[src/rtl/ld_pkg.sv]
package ld_pkg;
  typedef enum logic [2:0] {
    ST_IDLE,
    ST_WAIT_FB,
    ST_WAIT_REF,
    ST_LATE_FB,
    ST_LATE_REF
  } ph_st_e;

  function automatic int unsigned max4(input int unsigned a, input int unsigned b,
                                       input int unsigned c, input int unsigned d);
    int unsigned m;
    m = a;
    if (b > m) m = b;
    if (c > m) m = c;
    if (d > m) m = d;
    return m;
  endfunction
endpackage

[src/rtl/ld_win_sel.sv]
module ld_win_sel #(
  parameter int unsigned WIN0  = 2,
  parameter int unsigned WIN1  = 5,
  parameter int unsigned WIN2  = 7,
  parameter int unsigned WIN3  = 20,
  parameter int unsigned SEL_W = 2,
  parameter int unsigned CNT_W = 5
) (
  input  logic             clk_i,
  input  logic             rst_ni,
  input  logic             ref_i,
  input  logic [SEL_W-1:0] sel_i,
  output logic [CNT_W-1:0] lim_o
);
  localparam int unsigned SEL_N = 1 << SEL_W;
  localparam int unsigned TAB [4] = '{WIN0, WIN1, WIN2, WIN3};

  logic [SEL_W-1:0] sel_q;
  logic [CNT_W-1:0] lut [SEL_N];

  for (genvar g = 0; g < SEL_N; g++) begin : g_lut
    assign lut[g] = CNT_W'(TAB[g % 4]);
  end

  // window latched on every reference strobe
  always_ff @(posedge clk_i or negedge rst_ni) begin
    if (!rst_ni)    sel_q <= '0;
    else if (ref_i) sel_q <= sel_i;
  end

  assign lim_o = lut[sel_q];
endmodule

[src/rtl/ld_phase_meas.sv]
module ld_phase_meas
  import ld_pkg::*;
#(
  parameter int unsigned CNT_W = 5
) (
  input  logic             clk_i,
  input  logic             rst_ni,
  input  logic             ref_i,
  input  logic             fb_i,
  input  logic [CNT_W-1:0] lim_i,
  output logic             good_o,
  output logic             bad_o,
  output logic [CNT_W-1:0] cnt_o
);
  ph_st_e           st_q, st_d;
  logic [CNT_W-1:0] cnt_q, cnt_d;

  always_comb begin
    st_d   = st_q;
    cnt_d  = '0;
    good_o = 1'b0;
    bad_o  = 1'b0;
    unique case (st_q)
      ST_IDLE: begin
        if (ref_i && fb_i) good_o = 1'b1;
        else if (ref_i) begin st_d = ST_WAIT_FB;  cnt_d = CNT_W'(1); end
        else if (fb_i)  begin st_d = ST_WAIT_REF; cnt_d = CNT_W'(1); end
      end
      ST_WAIT_FB: begin
        if (fb_i) begin
          good_o = 1'b1;
          if (ref_i) begin st_d = ST_WAIT_FB; cnt_d = CNT_W'(1); end
          else st_d = ST_IDLE;
        end else if (ref_i) begin
          bad_o = 1'b1;                    // slip: restart from newer edge
          cnt_d = CNT_W'(1);
        end else if (cnt_q >= lim_i) begin
          bad_o = 1'b1;
          st_d  = ST_LATE_FB;
        end else cnt_d = cnt_q + CNT_W'(1);
      end
      ST_WAIT_REF: begin
        if (ref_i) begin
          good_o = 1'b1;
          if (fb_i) begin st_d = ST_WAIT_REF; cnt_d = CNT_W'(1); end
          else st_d = ST_IDLE;
        end else if (fb_i) begin
          bad_o = 1'b1;
          cnt_d = CNT_W'(1);
        end else if (cnt_q >= lim_i) begin
          bad_o = 1'b1;
          st_d  = ST_LATE_REF;
        end else cnt_d = cnt_q + CNT_W'(1);
      end
      ST_LATE_FB: begin
        if (fb_i) begin
          if (ref_i) begin st_d = ST_WAIT_FB; cnt_d = CNT_W'(1); end
          else st_d = ST_IDLE;
        end else if (ref_i) bad_o = 1'b1;
      end
      ST_LATE_REF: begin
        if (ref_i) begin
          if (fb_i) begin st_d = ST_WAIT_REF; cnt_d = CNT_W'(1); end
          else st_d = ST_IDLE;
        end else if (fb_i) bad_o = 1'b1;
      end
      default: st_d = ST_IDLE;
    endcase
  end

  always_ff @(posedge clk_i or negedge rst_ni) begin
    if (!rst_ni) begin
      st_q  <= ST_IDLE;
      cnt_q <= '0;
    end else begin
      st_q  <= st_d;
      cnt_q <= cnt_d;
    end
  end

  assign cnt_o = cnt_q;
endmodule

[src/rtl/ld_lock_ctr.sv]
module ld_lock_ctr #(
  parameter int unsigned TGT_W = 8
) (
  input  logic             clk_i,
  input  logic             rst_ni,
  input  logic             good_i,
  input  logic             bad_i,
  input  logic [TGT_W-1:0] tgt_i,
  output logic             lock_o
);
  logic [TGT_W-1:0] ok_q, ok_inc;
  logic             lock_q;

  assign ok_inc = (ok_q < tgt_i) ? ok_q + TGT_W'(1) : ok_q;

  always_ff @(posedge clk_i or negedge rst_ni) begin
    if (!rst_ni) begin
      ok_q   <= '0;
      lock_q <= 1'b0;
    end else if (bad_i) begin
      ok_q   <= '0;
      lock_q <= 1'b0;
    end else if (good_i) begin
      ok_q   <= ok_inc;
      lock_q <= (ok_inc >= tgt_i);
    end
  end

  assign lock_o = lock_q;
endmodule

[src/rtl/ld_lock_detect.sv]
module ld_lock_detect #(
  parameter int unsigned WIN0  = 2,
  parameter int unsigned WIN1  = 5,
  parameter int unsigned WIN2  = 7,
  parameter int unsigned WIN3  = 20,
  parameter int unsigned SEL_W = 2,
  parameter int unsigned TGT_W = 8
) (
  input  logic             clk_i,
  input  logic             rst_ni,
  input  logic             ref_i,
  input  logic             fb_i,
  input  logic [SEL_W-1:0] window_sel_i,
  input  logic [TGT_W-1:0] lock_tgt_i,
  output logic             lock_o,
  output logic             lock_stat_o
);
  localparam int unsigned WIN_MAX = ld_pkg::max4(WIN0, WIN1, WIN2, WIN3);
  localparam int unsigned CNT_W   = $clog2(WIN_MAX + 1);

  logic [CNT_W-1:0] lim;
  logic [CNT_W-1:0] cnt;
  logic             res_good, res_bad;
  logic             lock;

  ld_win_sel #(
    .WIN0(WIN0), .WIN1(WIN1), .WIN2(WIN2), .WIN3(WIN3),
    .SEL_W(SEL_W), .CNT_W(CNT_W)
  ) u_win (
    .clk_i(clk_i), .rst_ni(rst_ni), .ref_i(ref_i),
    .sel_i(window_sel_i), .lim_o(lim)
  );

  ld_phase_meas #(.CNT_W(CNT_W)) u_meas (
    .clk_i(clk_i), .rst_ni(rst_ni), .ref_i(ref_i), .fb_i(fb_i),
    .lim_i(lim), .good_o(res_good), .bad_o(res_bad), .cnt_o(cnt)
  );

  ld_lock_ctr #(.TGT_W(TGT_W)) u_lock (
    .clk_i(clk_i), .rst_ni(rst_ni), .good_i(res_good), .bad_i(res_bad),
    .tgt_i(lock_tgt_i), .lock_o(lock)
  );

  assign lock_o      = lock;
  assign lock_stat_o = lock;
endmodule

[config.mk]
export PLATFORM = sky130hd
export DESIGN_NAME = ld_lock_detect
export DESIGN_NICKNAME = d
export VERILOG_FILES = /design/src/rtl/ld_pkg.sv /design/src/rtl/ld_win_sel.sv /design/src/rtl/ld_phase_meas.sv /design/src/rtl/ld_lock_ctr.sv /design/src/rtl/ld_lock_detect.sv
export SDC_FILE = /design/constraint.sdc
export NUM_CORES = 1
export LEC_CHECK = 0
export BUFFER_PORTS_ARGS = -buffer_cell sky130_fd_sc_hd__buf_2
export CAP_MARGIN = 15
export CORE_ASPECT_RATIO = 0.9
export CORE_UTILIZATION = 50
export CTS_CLUSTER_SIZE = 8
export DETAILED_ROUTE_END_ITERATION = 6
export HOLD_SLACK_MARGIN = 0.06
export PLACE_DENSITY = 0.7
export SYNTH_ARGS = -nofsm -noshare
export SYNTH_HDL_FRONTEND = slang
export SYNTH_SLANG_ARGS = --single-unit
[constraint.sdc]
create_clock -name clk_i -period 3.8 [get_ports clk_i]
set_input_delay 0.19 -clock clk_i [delete_from_list [all_inputs] [get_ports clk_i]]
set_output_delay 0.19 -clock clk_i [all_outputs]
set_load 0.05 [all_outputs]
# Yosys cells after proc, flatten, opt, wreduce, memory -nomap -nowiden
# Index checks and enable logic that the tools add are counted.
# word_totals
output_inout_bits	2
regBits	19
# op_classes
muxes	46
eq_ne	12
n_bitwise	1
n_reduce_logical	4
order_cmp	4
n_addsub	2
# ops
operator	count
$mux 5	10
$mux 3	11
$pmux 5 s5	1
$mux 8	3
$mux 1	16
$pmux 3 s5	1
$bmux 5 s2	1
$ne 3x3->1 const B	3
$add 8x1->8 const B	1
$ge 8x8->1	1
$lt 8x8->1	1
$reduce_and 8->1	1
$eq 3x2->1 const B	2
$ne 2x2->1 const B	3
$ne 3x2->1 const B	2
$add 5x1->5 const B	1
$ge 5x5->1	1
$pmux 1 s4	1
$eq 3x1->1 const B	1
$eq 3x3->1 const B	1
$ge 3x3->1 const B	1
$logic_not 3->1	1
$not 2->3	1
$pmux 1 s3	1
other kinds (3)	3

# Logic depth before layout (Yosys ltp)
# logic_depth
word_depth	10
mapped_depth	13
mapped_depth_nobuf	12

# Hierarchy
# Synthesis repeated with hierarchy kept, for this count alone.
# unflattened
cells_unflattened	221
area_unflattened_um2	1968.1
# by_module_without_submodules
module	area_per_inst_um2	cells_per_inst	n_inst
ld_lock_ctr	983.4	106	1
ld_phase_meas	825.8	100	1
ld_win_sel	151.4	14	1
ld_lock_detect	7.5	1	1

# Worst setup path before layout
# OpenSTA, ideal clock, no wires.
# synth_path
path_type	reg2reg
start	register u_lock.ok_q[6]
end	register u_lock.lock_q, in the netlist u_lock.lock_o
required_ns	3.679
setup_slack_ns	0.940
setup_ns	0.121
path_stages_with_launch	13
arrival_time_ns	2.739
path_cell_list	dfrtp_1 -> ha_1 -> a21o_1 -> a221oi_2 -> o21ai_2 -> buf_2 -> nor3_2 -> xnor2_1 -> ha_1 -> a21o_1 -> a211oi_1 -> o211ai_1 -> a22o_1
# synth_via
elab_chain_cells	5
word_cells_on_any_way	6
cone_classes	1 x add/sub; 2 x order compare; 3 x mux
# synth_rtl
item	line	source
from (decl)	ld_lock_ctr.sv:11	logic [TGT_W-1:0] ok_q, ok_inc;
from (signal assigned)	ld_lock_ctr.sv:24	ok_q <= ok_inc;
$add 8x1->8 or $lt 8x8->1 (tied branches)	ld_lock_ctr.sv:14	assign ok_inc = (ok_q < tgt_i) ? ok_q + TGT_W'(1) : ok_q;
$mux 8 *	ld_lock_ctr.sv:14	
$ge 8x8->1 *	ld_lock_ctr.sv:25	lock_q <= (ok_inc >= tgt_i);
$mux 1 *	ld_lock_ctr.sv:23	end else if (good_i) begin
$mux 1 *	ld_lock_ctr.sv:20	end else if (bad_i) begin
to (signal assigned)	ld_lock_ctr.sv:25	
to (decl)	ld_lock_ctr.sv:12	logic lock_q;
# Every way passes the cells marked *; elsewhere a longest branch is shown, timed or not. The select of a mux whose other input is x is not followed.
# A chain may end at the register's enable or synchronous reset.

# Final worst setup path
# Ends and elaborated chain as after synthesis.

==> qor.yml <==
finalSetupTns_ns: 0
postSynthNetCount: 253
synth_seq_area_share: 0.256
grt_antenna_before_repair: 0
hold_class: "in -> reg"
worstHoldStart: "window_sel_i[0]"
yosysTopAreaCell: "dfrtp_1"
final_hold_viol_count: 0
cts_num_sinks: 19
netlist_instances: 211
drt_iter0_markers: 82
num_antenna_cells: 0
grt_pass1_vias: 1469
post-route-period-util: 0.806
reg2regPathDepth: 11
fin_hold_ws_ns: 0.137
cts.path.max_buffers: 2
fillers: 303
r2r_start: "u_lock.ok_q[6]"
grt-ovfl-total: 0
port_buffers: 15
grtUsageTotal: 0.213
critPathKind: "reg -> reg"
ff_latch_area_um2: 475
synth_area_per_cell_um2: 8.81
ios: 16
worst-path-max-fanout: 15
wire_per_inst_um: 13.3
htree_levels: 1
core_mm2: 0.00345
die_area_mm2: 0.00396
cts_tree: "done"
rrSetupSlack_ns: 0.74
ys_async_sr_fraction: 1.00
multi_input_area_mm2: 0.00126
status: "complete, no violations"
finClkSkew_ns: 0.00897
drc_errors: 0
crit_arrival_ns: 3.21
irDropWorstVdd_v: 0.000400
yosysMostFrequentCell: "ha_1"
fmax_ghz: 0.326
leakage_uw: 0.00102
fin_crit_ns: 3.06
whs_endpoint: "u_win.sel_q[0]"
ys.warnings.count: 0
max-slew-margin-rel: 0.607
cts-root-buf: "clkbuf_8"
grt_pass1_wl_mm: 6.50
worst_pin_slew_ns: 0.588
gp_congestion: 0.837
endpoint_kind: "register"
die-height_um: 59.8
drt_first_pass_iters: 4
crit_required_ns: 3.95
synth_edf_count: 0
yosys-top-cells-count: "28 x ha_1, 21 x inv_1, 19 x dfrtp_1, 19 x nand2_1, 18 x nor2_1"
placed_cell_area_mm2: 0.00194
path_clk_slew_ns: 0.07
slew_violations: 0
holdPathStages: 3
synthTopCellsByArea: "dfrtp_1 26%, ha_1 19%, inv_1 4.2%"
synth_area_mm2: 0.00186
r2r-end: "u_lock.lock_o"
ant_nets: 0
die_width_um: 66.3
stdcell_area_mm2: 0.00200
viasPerCell: 5.58
rows: 20
area_delta_synth_final_pct: 7.54
fin_nets: 265
setup_viol: 0
fin_util: 0.579
powerDensity_mw_per_mm2: 504
clk_latency_ns: 0.26
hpwl_mm: 2.79
numCtsBuffers: 3
drv_cap: 0
synth_top_area_share: 0.256
via_count: 1483
synthFlopType: "dfrtp_1"
cp-start-kind: "register"
synth_cell_types: 50
rsz0062_at_grt: "false"
synth.ff_latch_count: 19
drive_gt1_frac: 0.126
drt_wl_total_mm: 3.54
initial_utilization: 0.538
grt_max_degree: 20
[cells by family after synthesis]
| family | count (synthesis) | share of synthesized area |
|---|---|---|
| AO/OA/AOI/OAI | 42 | 0.184 |
| multiplexers | 4 | 0.0370 |
| buffers and inverters | 30 | 0.0673 |
| flip-flops | 19 | 0.256 |
| AND/OR/NAND/NOR | 77 | 0.215 |
| adder cells (fa/ha/maj) | 28 | 0.189 |
| XOR/XNOR | 11 | 0.0519 |
[worst max-delay path, cell delays in order (launching register included)]
cell and delay, ns:
dfrtp_1 0.44, ha_1 0.32, a21o_1 0.20, a221oi_2 0.34, o21ai_2 0.24, nor3_2 0.28
xnor2_1 0.15, ha_1 0.28, a21o_1 0.16, a211oi_1 0.24, o211ai_1 0.13, a22o_1 0.19
[power breakdown]
| part | internal (µW) | switching, µW | total (µW) | leakage [µW] |
|---|---|---|---|---|
| sequential | 246 | 107 | 353 | 0.000252 |
| clock | 72.8 | 65.7 | 138 | 0.0000255 |
| combinational | 246 | 269 | 515 | 0.000746 |
[worst max-delay path by stage]
stage / depth (start not counted) / from / endpoint
global route: 11 / u_lock.ok_q[6] / u_lock.lock_o
global placement: 11 / u_lock.ok_q[6] / u_lock.lock_o
detailed placement: 11 / u_lock.ok_q[6] / u_lock.lock_o
floorplan: 12 / u_lock.ok_q[6] / u_lock.lock_o
CTS: 11 / u_lock.ok_q[6] / u_lock.lock_o
finish: 11 / u_lock.ok_q[6] / u_lock.lock_o
[placed cells by master, fill, tap and decap left out, types with 2 or more instances in the layout]
master and n:
dfrtp_1 19, o21a_1 4, o211ai_1 4, buf_2 15
mux2i_1 2, nor3_2 2, xnor2_1 5, ha_1 28
nand4_1 2, o311a_1 2, a22o_1 2, nand2b_1 3
inv_1 21, a221o_1 3, a32oi_1 2, clkbuf_8 3
nor3b_1 2, or4_1 3, xor2_1 6, a21oi_1 2
nand2_1 19, a211oi_1 2, and3_1 2, o21ai_0 7
nand3_1 14, nor2_1 18, a21o_1 5, nor3_1 3
[registers in the layout (all words and copies together) (netlist names)]
| name | cells |
|---|---|
| u_meas.st_q | 3 |
| u_meas.cnt_o | 5 |
| u_win.sel_q | 2 |
| u_lock.ok_q | 8 |
| u_lock.lock_o | 1 |
[area by class of cell]
type                    count  share of cell area
clock inverters             1             0.00250
repair buffers             16              0.0426
multi-input cells         162               0.629
flip-flops and latches     19               0.238
inverters                  21              0.0394
clock buffers               3              0.0207
well taps                  44              0.0276
[repair_timing]
item / 4_1_cts / 5_1_grt
setup buffers: 0 / 0
hold buffers: 1 / 0
resized for setup: 0 / 0
hold endpoints to repair: 19 / 0
[per-stage QoR]
| stage | setup WS [ns] | total power, µW | std cells |
|---|---|---|---|
| after global placement | 0.883 | 864 | 261 |
| after global routing | 0.467 | 1110 | 266 |
| after CTS | 0.752 | 1010 | 266 |
| final | 0.737 | 1010 | 266 |
| after detailed placement | 0.746 | 867 | 261 |
| after floorplan | 0.940 | 765 | 211 |
[per-layer routing]
layer / up-vias / GRT usage / share of wire
met5: - / 0 / 0
met4: 0 / 0.0486 / 0.0048
met2: 12 / 0.340 / 0.44
met3: 2 / 0.0401 / 0.023
li1: 785 / - / -
met1: 684 / 0.300 / 0.53
Note: power is estimated with default switching activity, not from simulation.
